### src/rtl/dpcm_fetch_ctrl.sv
module dpcm_fetch_ctrl #(
  parameter int ADDR_W     = 16,
  parameter int REG_W      = 8,
  parameter int ADDR_SHIFT = 6,
  parameter int LEN_SHIFT  = 4,
  parameter int PER_W      = 9,
  parameter logic [15:0] BASE_ADDR = 16'hC000,
  parameter logic [15:0] WRAP_ADDR = 16'h8000
) (
  input  logic              clk,
  input  logic              rst_n,
  input  logic              ctrl_we,
  input  logic [7:0]        ctrl_data,
  input  logic              addr_we,
  input  logic [REG_W-1:0]  addr_data,
  input  logic              len_we,
  input  logic [REG_W-1:0]  len_data,
  input  logic              en_we,
  input  logic              en_data,
  output logic              rd_req,
  output logic [ADDR_W-1:0] rd_addr,
  input  logic [7:0]        rd_data,
  output logic              stall,
  input  logic              buf_pop,
  output logic              buf_full,
  output logic [7:0]        buf_data,
  output logic              irq,
  output logic              active,
  output logic [PER_W-1:0]  period
);
  localparam int LEN_W = REG_W + LEN_SHIFT;

  logic              irq_en_q, loop_q, irq_q, full_q;
  logic [3:0]        rate_q;
  logic [REG_W-1:0]  areg_q, lreg_q;
  logic [ADDR_W-1:0] cur_q;
  logic [LEN_W-1:0]  remain_q;
  logic [7:0]        data_q;

  logic [ADDR_W-1:0] start_addr, next_addr;
  logic [LEN_W-1:0]  start_len;
  logic              fetch, last;

  assign start_addr = ADDR_W'(BASE_ADDR) + (ADDR_W'(areg_q) << ADDR_SHIFT);
  assign start_len  = (LEN_W'(lreg_q) << LEN_SHIFT) + LEN_W'(1);
  assign next_addr  = (cur_q == '1) ? ADDR_W'(WRAP_ADDR) : cur_q + ADDR_W'(1);
  assign fetch      = !full_q && (remain_q != '0);
  assign last       = fetch && (remain_q == LEN_W'(1));

  assign rd_req   = fetch;
  assign rd_addr  = cur_q;
  assign stall    = fetch;
  assign buf_full = full_q;
  assign buf_data = data_q;
  assign irq      = irq_q;
  assign active   = remain_q != '0;

  always_comb begin
    case (rate_q)
      4'd0:  period = PER_W'(428);
      4'd1:  period = PER_W'(380);
      4'd2:  period = PER_W'(340);
      4'd3:  period = PER_W'(320);
      4'd4:  period = PER_W'(286);
      4'd5:  period = PER_W'(254);
      4'd6:  period = PER_W'(226);
      4'd7:  period = PER_W'(214);
      4'd8:  period = PER_W'(190);
      4'd9:  period = PER_W'(160);
      4'd10: period = PER_W'(142);
      4'd11: period = PER_W'(128);
      4'd12: period = PER_W'(106);
      4'd13: period = PER_W'(84);
      4'd14: period = PER_W'(72);
      default: period = PER_W'(54);
    endcase
  end

  always_ff @(posedge clk) begin
    if (!rst_n) begin
      irq_en_q <= 1'b0;
      loop_q   <= 1'b0;
      rate_q   <= '0;
      areg_q   <= '0;
      lreg_q   <= '0;
      cur_q    <= ADDR_W'(BASE_ADDR);
      remain_q <= '0;
      irq_q    <= 1'b0;
      full_q   <= 1'b0;
      data_q   <= '0;
    end else begin
      if (ctrl_we) begin
        irq_en_q <= ctrl_data[7];
        loop_q   <= ctrl_data[6];
        rate_q   <= ctrl_data[3:0];
      end
      if (addr_we) areg_q <= addr_data;
      if (len_we)  lreg_q <= len_data;

      if (fetch) begin
        data_q <= rd_data;
        full_q <= 1'b1;
        if (last && loop_q) begin
          cur_q    <= start_addr;
          remain_q <= start_len;
        end else begin
          cur_q    <= next_addr;
          remain_q <= remain_q - LEN_W'(1);
        end
        if (last && !loop_q && irq_en_q) irq_q <= 1'b1;
      end else if (buf_pop) begin
        full_q <= 1'b0;
      end

      if (ctrl_we && !ctrl_data[7]) irq_q <= 1'b0;

      if (en_we) begin
        irq_q <= 1'b0;
        if (!en_data) begin
          remain_q <= '0;
        end else if (remain_q == '0) begin
          cur_q    <= start_addr;
          remain_q <= start_len;
        end
      end
    end
  end

  assert_fill_R4: assert property (@(posedge clk) disable iff (!rst_n)
    rd_req |=> buf_full && buf_data == $past(rd_data));

  assert_loop_reload_R5: assert property (@(posedge clk) disable iff (!rst_n)
    (last && loop_q && !en_we) |=> active);

  assert_end_irq_R6: assert property (@(posedge clk) disable iff (!rst_n)
    (last && !loop_q && irq_en_q && !en_we && !(ctrl_we && !ctrl_data[7])) |=> irq);

  assert_irq_sticky_R7: assert property (@(posedge clk) disable iff (!rst_n)
    (irq && !en_we && !(ctrl_we && !ctrl_data[7])) |=> irq);

  assert_irq_clear_R8: assert property (@(posedge clk) disable iff (!rst_n)
    (ctrl_we && !ctrl_data[7]) |=> !irq);

  assert_disable_R9: assert property (@(posedge clk) disable iff (!rst_n)
    (en_we && !en_data) |=> !active && !rd_req);

  assert_wrap_R10: assert property (@(posedge clk) disable iff (!rst_n)
    (rd_req && rd_addr == '1 && !last && !en_we) |=> rd_addr == ADDR_W'(WRAP_ADDR));
endmodule

### config.mk
export PLATFORM = sky130hd
export DESIGN_NAME = dpcm_fetch_ctrl
export DESIGN_NICKNAME = d
export VERILOG_FILES = /design/src/rtl/dpcm_fetch_ctrl.sv
export SDC_FILE = /design/constraint.sdc
export NUM_CORES = 1
export LEC_CHECK = 0
export ABC_CLOCK_PERIOD_IN_PS = 4700
export BUFFER_PORTS_ARGS = -buffer_cell sky130_fd_sc_hd__buf_2
export CORE_UTILIZATION = 45
export DETAILED_ROUTE_END_ITERATION = 8
export PLACE_DENSITY = 0.66
export SYNTH_ARGS = -nofsm -noshare
export SYNTH_HDL_FRONTEND = slang
export SYNTH_SLANG_ARGS = --single-unit
### constraint.sdc
create_clock -name clk -period 4.7 [get_ports clk]
set_clock_uncertainty 0.15 [all_clocks]
set_input_delay 0.705 -clock clk [delete_from_list [all_inputs] [get_ports clk]]
set_output_delay 0.705 -clock clk [all_outputs]
set_load 0.005 [all_outputs]
==> flow_summary.rst, run 1 <==
.. list-table::
   :header-rows: 1

   * - Metric
     - Value
   * - Distinct cell type count after synthesis
     - 56
   * - Syn Std Cell Area
     - 0.00322 mm²
   * - IR Drop Worst-Case VDD
     - 0.344 mV
   * - Total of fill cells in the finished design
     - 683
   * - Part of the Yosys area used for sequential elements
     - 0.422
   * - Area share of the largest cell type after synthesis
     - 0.422
   * - Sum Neg Setup Slack
     - 0 ps
   * - Most common library cell in the layout ignoring fill and taps
     - sky130_fd_sc_hd__buf_2
   * - Vias in the first global route
     - 2,523
   * - Largest cells by area after synthesis
     - sky130_fd_sc_hd__dfxtp_1 (42%), sky130_fd_sc_hd__mux2i_1 (6.2%), sky130_fd_sc_hd__nor2_1 (6.1%)
   * - Clock latency on the worst-skew pair
     - 350 ps
   * - Min-Delay Path Class
     - reg2reg
   * - Number of CTS-inserted buffers
     - 9
   * - Met3 routed wirelength
     - 349 µm
   * - Startpoint types
     - flop
   * - Slew @ Worst Pin
     - 596 ps
   * - Simple logic cell fraction of the synthesized area
     - 0.251
   * - Detailed Routing Iterations Pass 1
     - 4
   * - Average wire length per cell after detail routing
     - 13.5 µm
   * - Synthesized flop and latch total
     - 68
   * - Final weighted congestion in routability-driven placement
     - 0.799
   * - WL met1
     - 3.61 mm
   * - Most used flip-flop cell after synthesis
     - sky130_fd_sc_hd__dfxtp_1
   * - Endpoint type of the worst setup path
     - primary output
   * - Fmax
     - 327 MHz
   * - End of the critical path
     - active
   * - Endpoint of the lowest-slack register-to-register path
     - rd_addr[10]
   * - Mean area per synthesized cell
     - 8.58 µm²
   * - Number of vias per cell after detailed routing
     - 5.16
   * - Number of buffers on the longest clock path
     - 2
   * - Cell row count
     - 30
   * - Layout cell share with drive strength beyond 1
     - 0.248
   * - Antenna Nets Post-Route
     - 0
   * - Fraction of synthesized area in multiplexers
     - 0.0795
   * - # DRC
     - 0
   * - Cell taking the most area after synthesis
     - sky130_fd_sc_hd__dfxtp_1
   * - Overall routed net length
     - 7.33 mm
   * - Pin count of the biggest net entering global routing
     - 33
   * - Detailed-routed wire length on met2
     - 3.24 mm
   * - Library cell used as clock root buffer
     - sky130_fd_sc_hd__clkbuf_8
   * - I/O pin count
     - 78
   * - Minimum clock period after layout
     - 3060 ps
   * - Effective utilization at floorplan
     - 0.469
   * - Max Transition Viols Final
     - 0
   * - Compound-Gate Fraction of Synth Area
     - 0.113
   * - Setup bufs post-CTS
     - 0
   * - Ratio of final minimum period to clock period
     - 0.651
   * - Congestion Overflow GR
     - 0
   * - CTS hold repair buffers
     - 0
   * - Power density over the cells
     - 610 mW/mm²
   * - Synthesis-to-layout area growth
     - 18.3%
   * - Gate count of the mapped netlist
     - 376
   * - Number of antenna violations at the first check in global routing
     - 0
   * - Adder and majority gate portion of the synthesized area
     - 0.0272
   * - Core area
     - 0.00687 mm²
   * - Count of cells along the worst register-to-register path
     - 7
   * - Share of synthesized flip-flops with an asynchronous set or reset
     - 0
   * - Cells resized by post-CTS repair
     - 0
   * - Count of vias placed by the detailed router
     - 2,801
   * - Combinational family with the most area after synthesis
     - simple AND/OR/NAND/NOR gates
   * - 1st-iter DRT viols
     - 139
   * - Area enclosed by the die boundary
     - 0.00751 mm²
   * - Number of enable-type register cells in the synthesized netlist
     - 0
   * - Leakage component of the power
     - 1.68 nW
   * - Worst setup path class
     - reg2out
   * - Nets@finish
     - 489
   * - Global-route wire length before repair
     - 11.8 mm
   * - Clock slew seen by the registers of the worst setup and hold paths
     - 80 ps
   * - Post-DP HPWL
     - 5.19 mm
   * - Vertical die dimension
     - 86.6 µm
   * - Total count of hold-check failures in the final report
     - 0
   * - Synth Area in XOR/XNOR
     - 0.0543
   * - Setup repair after global routing missed its margin
     - no
   * - Yosys warnings
     - 0
   * - Crit path arrival time
     - 2210 ps
   * - Finished Layout Cells
     - 543
   * - CP startpoint
     - remain_q[0]
   * - CP Data Required Time
     - 3850 ps
   * - Reg2reg start
     - remain_q[0]
   * - Number of cells in the design after placement
     - 527
   * - Critical path peak fanout
     - 7
   * - Setup-failing EPs final
     - 0
   * - Outcome
     - completed
   * - Clock tree from TritonCTS
     - done
   * - Headroom to the max-slew limit
     - 0.599
   * - H-Tree Level Count
     - 3
   * - Overall routing resource usage
     - 0.204
   * - Slack of the worst reg-to-reg path
     - 2170 ps
   * - Port Buffer Count
     - 74
   * - Most frequent cells in the layout
     - sky130_fd_sc_hd__buf_2 (74), sky130_fd_sc_hd__dfxtp_1 (68), sky130_fd_sc_hd__nor2_1 (52)
   * - Die span in x
     - 86.6 µm
   * - Number of diodes
     - 0
   * - Post-synth net total
     - 423
   * - Highest routed metal layer
     - met4
   * - Maximum capacitance violations
     - 0
   * - Number of clock sinks seen by CTS
     - 68
synthesized netlist by cell type, drive strengths merged, types with 2 or more instances:
library cell  instances
nand2b                4
o21ai                17
nor3b                 3
or2                   2
clkbuf               10
and3                  2
xnor2                11
nand2                42
nand3                12
a22oi                 2
dfxtp                68
nor4                  6
mux2i                20
or4                   3
nor3                 17
nand4                 9
nor2                 52
inv                  14
xor2                  9
o31ai                 2
buf                  11
a211oi                2
ha                    7
o22ai                 2
and2                  2
a21oi                24
mux2                  5
worst max-delay path, stage by stage, from the launching register on:
cell                      delay (ps)
sky130_fd_sc_hd__dfxtp_1         350
sky130_fd_sc_hd__inv_1            70
sky130_fd_sc_hd__ha_1            230
sky130_fd_sc_hd__or3b_2          570
sky130_fd_sc_hd__nor3_1          370
sky130_fd_sc_hd__inv_1           120
sky130_fd_sc_hd__buf_2           140
cell families (layout without fill, tap and decap cells):
kind of cell | after synthesis | count (layout)
adders and majority gates | 7 | 7
muxes | 25 | 25
AOI/OAI and AO/OA | 60 | 60
xor gates and xnor gates | 20 | 20
other | 1 | 1
buffers and inverters | 35 | 106
DFF | 68 | 68
and+or+nand+nor | 160 | 160
stage by stage:
stage | instance area [µm²] | hold WS (ps) | power, mW | utilization | setup WS (ps)
after global routing | 3810 | 321 | 2.48 | 0.555 | 1550
after floorplan | 3220 | 274 | 1.62 | - | 2160
after detailed placement | 3610 | 296 | 1.83 | 0.526 | 2020
after CTS | 3810 | 307 | 2.33 | 0.555 | 1640
final | 3810 | 307 | 2.33 | 0.555 | 1640
after global placement | 3610 | 290 | 1.81 | 0.526 | 2030
sequential cells by signal, indices dropped and copies added, names as in the netlist:
name      flops
remain_q     12
irq_en_q      1
irq           1
lreg_q        8
period        8
areg_q        8
buf_full      1
rd_addr      16
loop_q        1
rate_q        4
buf_data      8
worst min-delay path by stage:
stage	start	end	slack [ps]	depth (start not counted)
6_report	buf_data[0]	buf_data[0]	310	2
5_1_grt	buf_data[6]	buf_data[6]	320	2
4_1_cts	buf_data[6]	buf_data[6]	310	2
3_5_place_dp	buf_data[6]	buf_data[6]	300	2
3_3_place_gp	buf_data[3]	buf_data[3]	290	2
2_1_floorplan	areg_q[5]	rd_addr[11]	270	2
area by class of cell:
class	count	area [µm²]	area share
repair buffers	76	385	0.101
well taps	96	120	0.0315
multi-input cells	273	1700	0.444
clock inverters	6	62.6	0.0164
inverters	14	52.6	0.0138
flip-flops and latches	68	1360	0.357
clock buffers	10	138	0.0361
layer usage:
metal  vias to the layer above  track usage
met4                         0       0.0833
met2                        63        0.318
met3                        10       0.0476
met5                         -            0
met1                      1295        0.271
li1                       1433            -
power by group:
group          total (mW)  internal [mW]  switching, mW
clock               0.494          0.259          0.234
combinational        1.03          0.412          0.613
sequential          0.806          0.683          0.123
total                2.33           1.35          0.970
Note: power is estimated with default switching activity, not from simulation.
==> run 2, diff against run 1 <==
- ABC_AREA: not set -> 1
- ABC_CLOCK_PERIOD_IN_PS: 4700 -> 2450
- PLACE_DENSITY: 0.66 -> 0.68
- clock period: 4.7 -> 2.45 ns (I/O delays scaled with it)
==> flow_summary.rst, run 2 <==
.. list-table::
   :header-rows: 1

   * - Metric
     - Value
   * - Outcome
     - completed
   * - Syn Std Cell Area
     - 0.00331 mm²
   * - I/O pin count
     - 78
   * - Maximum capacitance violations
     - 0
   * - Cell taking the most area after synthesis
     - sky130_fd_sc_hd__dfxtp_1
   * - Area enclosed by the die boundary
     - 0.00771 mm²
   * - Startpoint types
     - flop
   * - Post-DP HPWL
     - 5.72 mm
   * - Number of clock sinks seen by CTS
     - 68
   * - Cell row count
     - 30
   * - Clock tree from TritonCTS
     - done
   * - Synthesized flop and latch total
     - 68
   * - Congestion Overflow GR
     - 0
   * - End-of-flow core utilization
     - 0.570
   * - Vertical die dimension
     - 87.8 µm
   * - Minimum clock period after layout
     - 2290 ps
   * - Area share of the largest cell type after synthesis
     - 0.411
   * - Layout cell share with drive strength beyond 1
     - 0.227
   * - Die span in x
     - 87.8 µm
   * - Largest register FFs
     - 16
   * - 1st-iter DRT viols
     - 190
   * - Number of buffers on the longest clock path
     - 2
   * - Number of enable-type register cells in the synthesized netlist
     - 0
   * - IR Drop Worst-Case VDD
     - 0.649 mV
   * - Cell-internal power
     - 2.49 mW
   * - Placement Setup Slack
     - 277 ps
   * - Final weighted congestion in routability-driven placement
     - 0.852
   * - Worst path cell trace
     - inv_1, ha_1, nand2_2, nor2_4, nand2_4, nand2_4, inv_6, buf_2
   * - Combinational share of power
     - 0.454
   * - Sum Neg Setup Slack
     - 0 ps
   * - Effective utilization at floorplan
     - 0.477
   * - CP Data Required Time
     - 1930 ps
   * - Fmax
     - 437 MHz
   * - CTS hold repair buffers
     - 0
   * - Count of vias placed by the detailed router
     - 3,155
   * - Ratio of final minimum period to clock period
     - 0.934
   * - Cell mode on critical path
     - sky130_fd_sc_hd__nand2_4
   * - Most frequent cells after synthesis
     - sky130_fd_sc_hd__nor2_1 (90), sky130_fd_sc_hd__dfxtp_1 (68), sky130_fd_sc_hd__nand2_1 (64)
   * - Worst Hold Slack
     - 91.4 ps
   * - Part of the Yosys area used for sequential elements
     - 0.411
   * - Critical path peak fanout
     - 19
   * - Detailed Routing Iterations Pass 1
     - 4
   * - Worst setup path class
     - reg2out
   * - Design Area, Final
     - 0.00396 mm²
   * - Number of vias per cell after detailed routing
     - 4.95
   * - Clock slew seen by the registers of the worst setup and hold paths
     - 70 ps
   * - Setup repair after global routing missed its margin
     - no
   * - H-Tree Level Count
     - 3
   * - Overall routing resource usage
     - 0.215
   * - Global-route wire length before repair
     - 13.0 mm
   * - Synthesis-to-layout area growth
     - 19.5%
   * - Yosys warnings
     - 0
   * - Number of diodes
     - 0
   * - Vias in the first global route
     - 3,004
   * - Most common library cell in the layout ignoring fill and taps
     - sky130_fd_sc_hd__nor2_1
   * - Total of fill cells in the finished design
     - 673
   * - Library cell used as clock root buffer
     - sky130_fd_sc_hd__clkbuf_8
   * - Clock latency on the worst-skew pair
     - 340 ps
   * - Simple logic cell fraction of the synthesized area
     - 0.295
   * - Setup bufs post-CTS
     - 0
   * - Most used flip-flop cell after synthesis
     - sky130_fd_sc_hd__dfxtp_1
   * - Min-Delay Path Class
     - in2reg
   * - Crit path arrival time
     - 1770 ps
   * - Fraction of synthesized area in multiplexers
     - 0
   * - Mean area per synthesized cell
     - 7.23 µm²
   * - Gate count of the mapped netlist
     - 458
   * - Average wire length per cell after detail routing
     - 12.1 µm
   * - Proportion of power drawn by the clock network
     - 0.197
   * - Buffer and inverter count on the worst path
     - 3
   * - Leakage component of the power
     - 1.88 nW
   * - Distinct cell type count after synthesis
     - 41
   * - Synth Area in XOR/XNOR
     - 0.0317
   * - Setup-failing EPs final
     - 0
   * - Fraction of power consumed by sequential logic
     - 0.349
   * - Max Transition Viols Final
     - 0
   * - Port Buffer Count
     - 74
   * - Number of antenna violations at the first check in global routing
     - 0
   * - Sw Ratio
     - 0.422
   * - Core area
     - 0.00694 mm²
   * - Endpoint type of the worst setup path
     - primary output
   * - # DRC
     - 0
   * - CP max stage cell
     - sky130_fd_sc_hd__dfxtp_1
   * - Total count of hold-check failures in the final report
     - 0
   * - Pin count of the biggest net entering global routing
     - 36
   * - Sw Pwr
     - 1.82 mW
   * - Compound-Gate Fraction of Synth Area
     - 0.152
   * - Number of cells in the design after placement
     - 622
   * - Library cell with the highest instance count after synthesis
     - sky130_fd_sc_hd__nor2_1
   * - Total power
     - 4.31 mW
   * - Smallest setup slack after layout
     - 161 ps
   * - Cell area after placement
     - 0.00377 mm²
   * - Post-synth net total
     - 505
   * - Power density over the cells
     - 1090 mW/mm²
   * - Adder and majority gate portion of the synthesized area
     - 0.0264
   * - Combinational family with the most area after synthesis
     - simple AND/OR/NAND/NOR gates
   * - Number of CTS-inserted buffers
     - 9
   * - Cell family contributing the most delay on the critical path
     - buffers and inverters
   * - Overall routed net length
     - 7.71 mm
   * - Stage delay of the slowest cell on the critical path
     - 380 ps
   * - Most frequent cells in the layout
     - sky130_fd_sc_hd__nor2_1 (90), sky130_fd_sc_hd__buf_2 (74), sky130_fd_sc_hd__dfxtp_1 (68)
   * - Share of synthesized flip-flops with an asynchronous set or reset
     - 0
   * - Antenna Nets Post-Route
     - 0
   * - Nets@finish
     - 584
   * - Largest cells by area after synthesis
     - sky130_fd_sc_hd__dfxtp_1 (41%), sky130_fd_sc_hd__nor2_1 (10%), sky130_fd_sc_hd__o21ai_0 (8.2%)
   * - Finished Layout Cells
     - 637
[run 2: timing repair]
item / 4_1_cts / 5_1_grt
resized for setup: 1 / 2
setup endpoints to repair: 2 / 3
pin swaps: 0 / 0
gates cloned: 0 / 0
[run 2: cell type report]
type                       count  area [µm²]  area share
multi-input combinational    326        1680       0.424
sequential                    68        1360       0.344
timing repair buffer          81         423       0.107
inverter                      51         196      0.0497
clock buffer                  11         151      0.0383
tap                           96         120      0.0304
clock inverter                 4        25.0     0.00633
[run 2: worst register-to-register path, cell delays in order (launching register included)]
cell	delay, ps
sky130_fd_sc_hd__dfxtp_1	380
sky130_fd_sc_hd__inv_1	90
sky130_fd_sc_hd__ha_1	240
sky130_fd_sc_hd__nand2_2	110
sky130_fd_sc_hd__nor2_4	60
sky130_fd_sc_hd__nand2_4	110
sky130_fd_sc_hd__nand4_2	340
sky130_fd_sc_hd__nand2_1	180
sky130_fd_sc_hd__nand2_2	70
sky130_fd_sc_hd__nand2_2	100
sky130_fd_sc_hd__nor2_4	70
sky130_fd_sc_hd__and3_1	140
[run 2: per-layer routing]
metal / global-route usage / vias to the layer above / routed length, µm
li1: - / 1660 / -
met1: 0.281 / 1413 / 3750
met2: 0.346 / 72 / 3470
met3: 0.0481 / 10 / 368
met4: 0.0820 / 0 / 117
met5: 0 / - / 0
[run 2: power by group through the flow]
stage	Combinational, mW	Clock [mW]	Sequential [mW]
6_report	1.96	0.847	1.50
5_1_grt	2.21	0.906	1.53
4_1_cts	1.96	0.860	1.50
3_5_place_dp	1.94	0	1.53
3_3_place_gp	1.90	0	1.51
2_1_floorplan	1.45	0	1.51
[run 2: final timing paths]
kind                            depth (start not counted)     endpoint  slack (ps)   startpoint
worst max-delay path                                    8        stall         160  remain_q[0]
worst min-delay path                                    3    lreg_q[2]          90  len_data[2]
worst max register to register                         11   rd_addr[4]         330  remain_q[0]
worst min register to register                          2  rd_addr[11]         310    areg_q[5]
[run 2: cells by family after synthesis]
| group | Yosys count |
|---|---|
| AND/OR/NAND/NOR | 213 |
| AO/OA/AOI/OAI | 93 |
| flip-flops | 68 |
| buffers and inverters | 64 |
| XOR/XNOR | 12 |
| adder cells (fa/ha/maj) | 7 |
| other | 1 |
==> run 3, diff against run 2 <==
- REMOVE_ABC_BUFFERS: not set -> 1
==> flow_summary.rst, run 3 (synthesis results as in run 2) <==
.. list-table::
   :header-rows: 1

   * - Metric
     - Value
   * - Core area
     - 0.00694 mm²
   * - Antenna Nets Post-Route
     - 0
   * - Pin count of the biggest net entering global routing
     - 36
   * - Crit path arrival time
     - 1810 ps
   * - Vias in the first global route
     - 2,860
   * - Number of antenna violations at the first check in global routing
     - 0
   * - Sum Neg Setup Slack
     - 0 ps
   * - Overall routed net length
     - 7.68 mm
   * - Global-route wire length before repair
     - 12.7 mm
   * - Total power
     - 4.47 mW
   * - Setup repair after global routing missed its margin
     - no
   * - Number of buffers on the longest clock path
     - 2
   * - Power density over the cells
     - 1110 mW/mm²
   * - Largest register FFs
     - 16
   * - Leakage component of the power
     - 1.90 nW
   * - Library cell used as clock root buffer
     - sky130_fd_sc_hd__clkbuf_8
   * - 1st-iter DRT viols
     - 217
   * - Clock tree from TritonCTS
     - done
   * - I/O pin count
     - 78
   * - Detailed Routing Iterations Pass 1
     - 4
   * - CP Data Required Time
     - 1930 ps
   * - Congestion Overflow GR
     - 0
   * - Finished Layout Cells
     - 639
   * - Maximum capacitance violations
     - 0
   * - # DRC
     - 0
   * - Die span in x
     - 87.8 µm
   * - Clock latency on the worst-skew pair
     - 350 ps
   * - Outcome
     - completed
   * - IR Drop Worst-Case VDD
     - 0.500 mV
   * - Total of fill cells in the finished design
     - 672
   * - Startpoint types
     - flop
   * - Effective utilization at floorplan
     - 0.477
   * - Most frequent cells in the layout
     - sky130_fd_sc_hd__nor2_1 (90), sky130_fd_sc_hd__buf_2 (74), sky130_fd_sc_hd__dfxtp_1 (68)
   * - Number of clock sinks seen by CTS
     - 68
   * - Nets@finish
     - 585
   * - H-Tree Level Count
     - 3
   * - Endpoint type of the worst setup path
     - primary output
   * - Final weighted congestion in routability-driven placement
     - 0.876
   * - Ratio of final minimum period to clock period
     - 0.948
   * - Min-Delay Path Class
     - in2reg
   * - Layout cell share with drive strength beyond 1
     - 0.227
   * - Number of cells in the design after placement
     - 623
   * - Average wire length per cell after detail routing
     - 12.0 µm
   * - Setup-failing EPs final
     - 0
   * - Number of diodes
     - 0
   * - Clock slew seen by the registers of the worst setup and hold paths
     - 80 ps
   * - Cell area after placement
     - 0.00378 mm²
   * - Worst setup path class
     - reg2out
   * - Port Buffer Count
     - 74
   * - CTS hold repair buffers
     - 0
   * - Count of vias placed by the detailed router
     - 3,174
   * - Design Area, Final
     - 0.00401 mm²
   * - Area enclosed by the die boundary
     - 0.00771 mm²
   * - Synthesis-to-layout area growth
     - 21.2%
   * - Number of vias per cell after detailed routing
     - 4.97
   * - Overall routing resource usage
     - 0.212
   * - Critical path peak fanout
     - 21
   * - Most common library cell in the layout ignoring fill and taps
     - sky130_fd_sc_hd__nor2_1
   * - Vertical die dimension
     - 87.8 µm
   * - Number of CTS-inserted buffers
     - 9
   * - Total count of hold-check failures in the final report
     - 0
   * - Max Transition Viols Final
     - 0
   * - Post-DP HPWL
     - 5.74 mm
   * - Worst Hold Slack
     - 87.5 ps
   * - Cell row count
     - 30
   * - Fmax
     - 430 MHz
   * - Minimum clock period after layout
     - 2320 ps
run 3: cell types whose count changed in the layout (fill, tap and decap cells not counted):
cell,delta
sky130_fd_sc_hd__clkbuf_1,+1
sky130_fd_sc_hd__clkinv_2,-1
sky130_fd_sc_hd__inv_2,-1
sky130_fd_sc_hd__inv_1,+1
sky130_fd_sc_hd__buf_4,+1
sky130_fd_sc_hd__nand2_8,+1
sky130_fd_sc_hd__nand2_4,-1
sky130_fd_sc_hd__bufinv_16,+2
sky130_fd_sc_hd__clkbuf_8,-2
sky130_fd_sc_hd__clkinv_4,+1
run 3: worst paths after layout:
check	from	endpoint	slack [ps]	cells after the start
hold / removal	addr_data[7]	areg_q[7]	90	3
hold reg to reg	areg_q[4]	rd_addr[10]	320	2
setup / recovery	remain_q[0]	stall	130	8
setup reg to reg	remain_q[0]	remain_q[5]	290	10
run 3: timing repair:
item / 4_1_cts / 5_1_grt
buffers inserted: 0 / 0
resized for setup: 1 / 2
setup endpoints to repair: 2 / 2
run 3: metal layers:
layer / vias up / GRT usage / part of all wire
met5: - / 0 / 0
met4: 0 / 0.0939 / 0.017
met3: 13 / 0.0386 / 0.044
met2: 80 / 0.354 / 0.47
met1: 1429 / 0.266 / 0.47
li1: 1652 / - / -
run 3: layout make-up:
class	instances	area, µm²	area share
multi-input combinational	326	1690	0.421
sequential	68	1360	0.339
timing repair buffer	82	430	0.107
inverter	51	196	0.0490
clock buffer	10	128	0.0318
tap	96	120	0.0299
clock inverter	6	88.8	0.0221
run 3: through the flow:
stage	setup slack (ps)	utilization
2_1_floorplan	410	-
3_3_place_gp	290	0.545
3_5_place_dp	260	0.545
4_1_cts	20.7	0.576
5_1_grt	6.77	0.578
6_report	127	0.578
run 3: worst max-delay path, cell delays in order (launching register included):
cell and delay, ps:
sky130_fd_sc_hd__dfxtp_1 370, sky130_fd_sc_hd__inv_1 90, sky130_fd_sc_hd__ha_1 240, sky130_fd_sc_hd__nand2_2 120
sky130_fd_sc_hd__nor2_4 60, sky130_fd_sc_hd__nand2_4 120, sky130_fd_sc_hd__nand2_8 130, sky130_fd_sc_hd__inv_6 180
sky130_fd_sc_hd__buf_2 140
run 3: report_power, final:
part,internal (mW),leakage [nW],switching (mW),total [mW]
sequential,1.34,0.562,0.166,1.50
clock,0.573,0.102,0.443,1.02
combinational,0.733,1.24,1.22,1.95
total,2.64,1.90,1.83,4.47
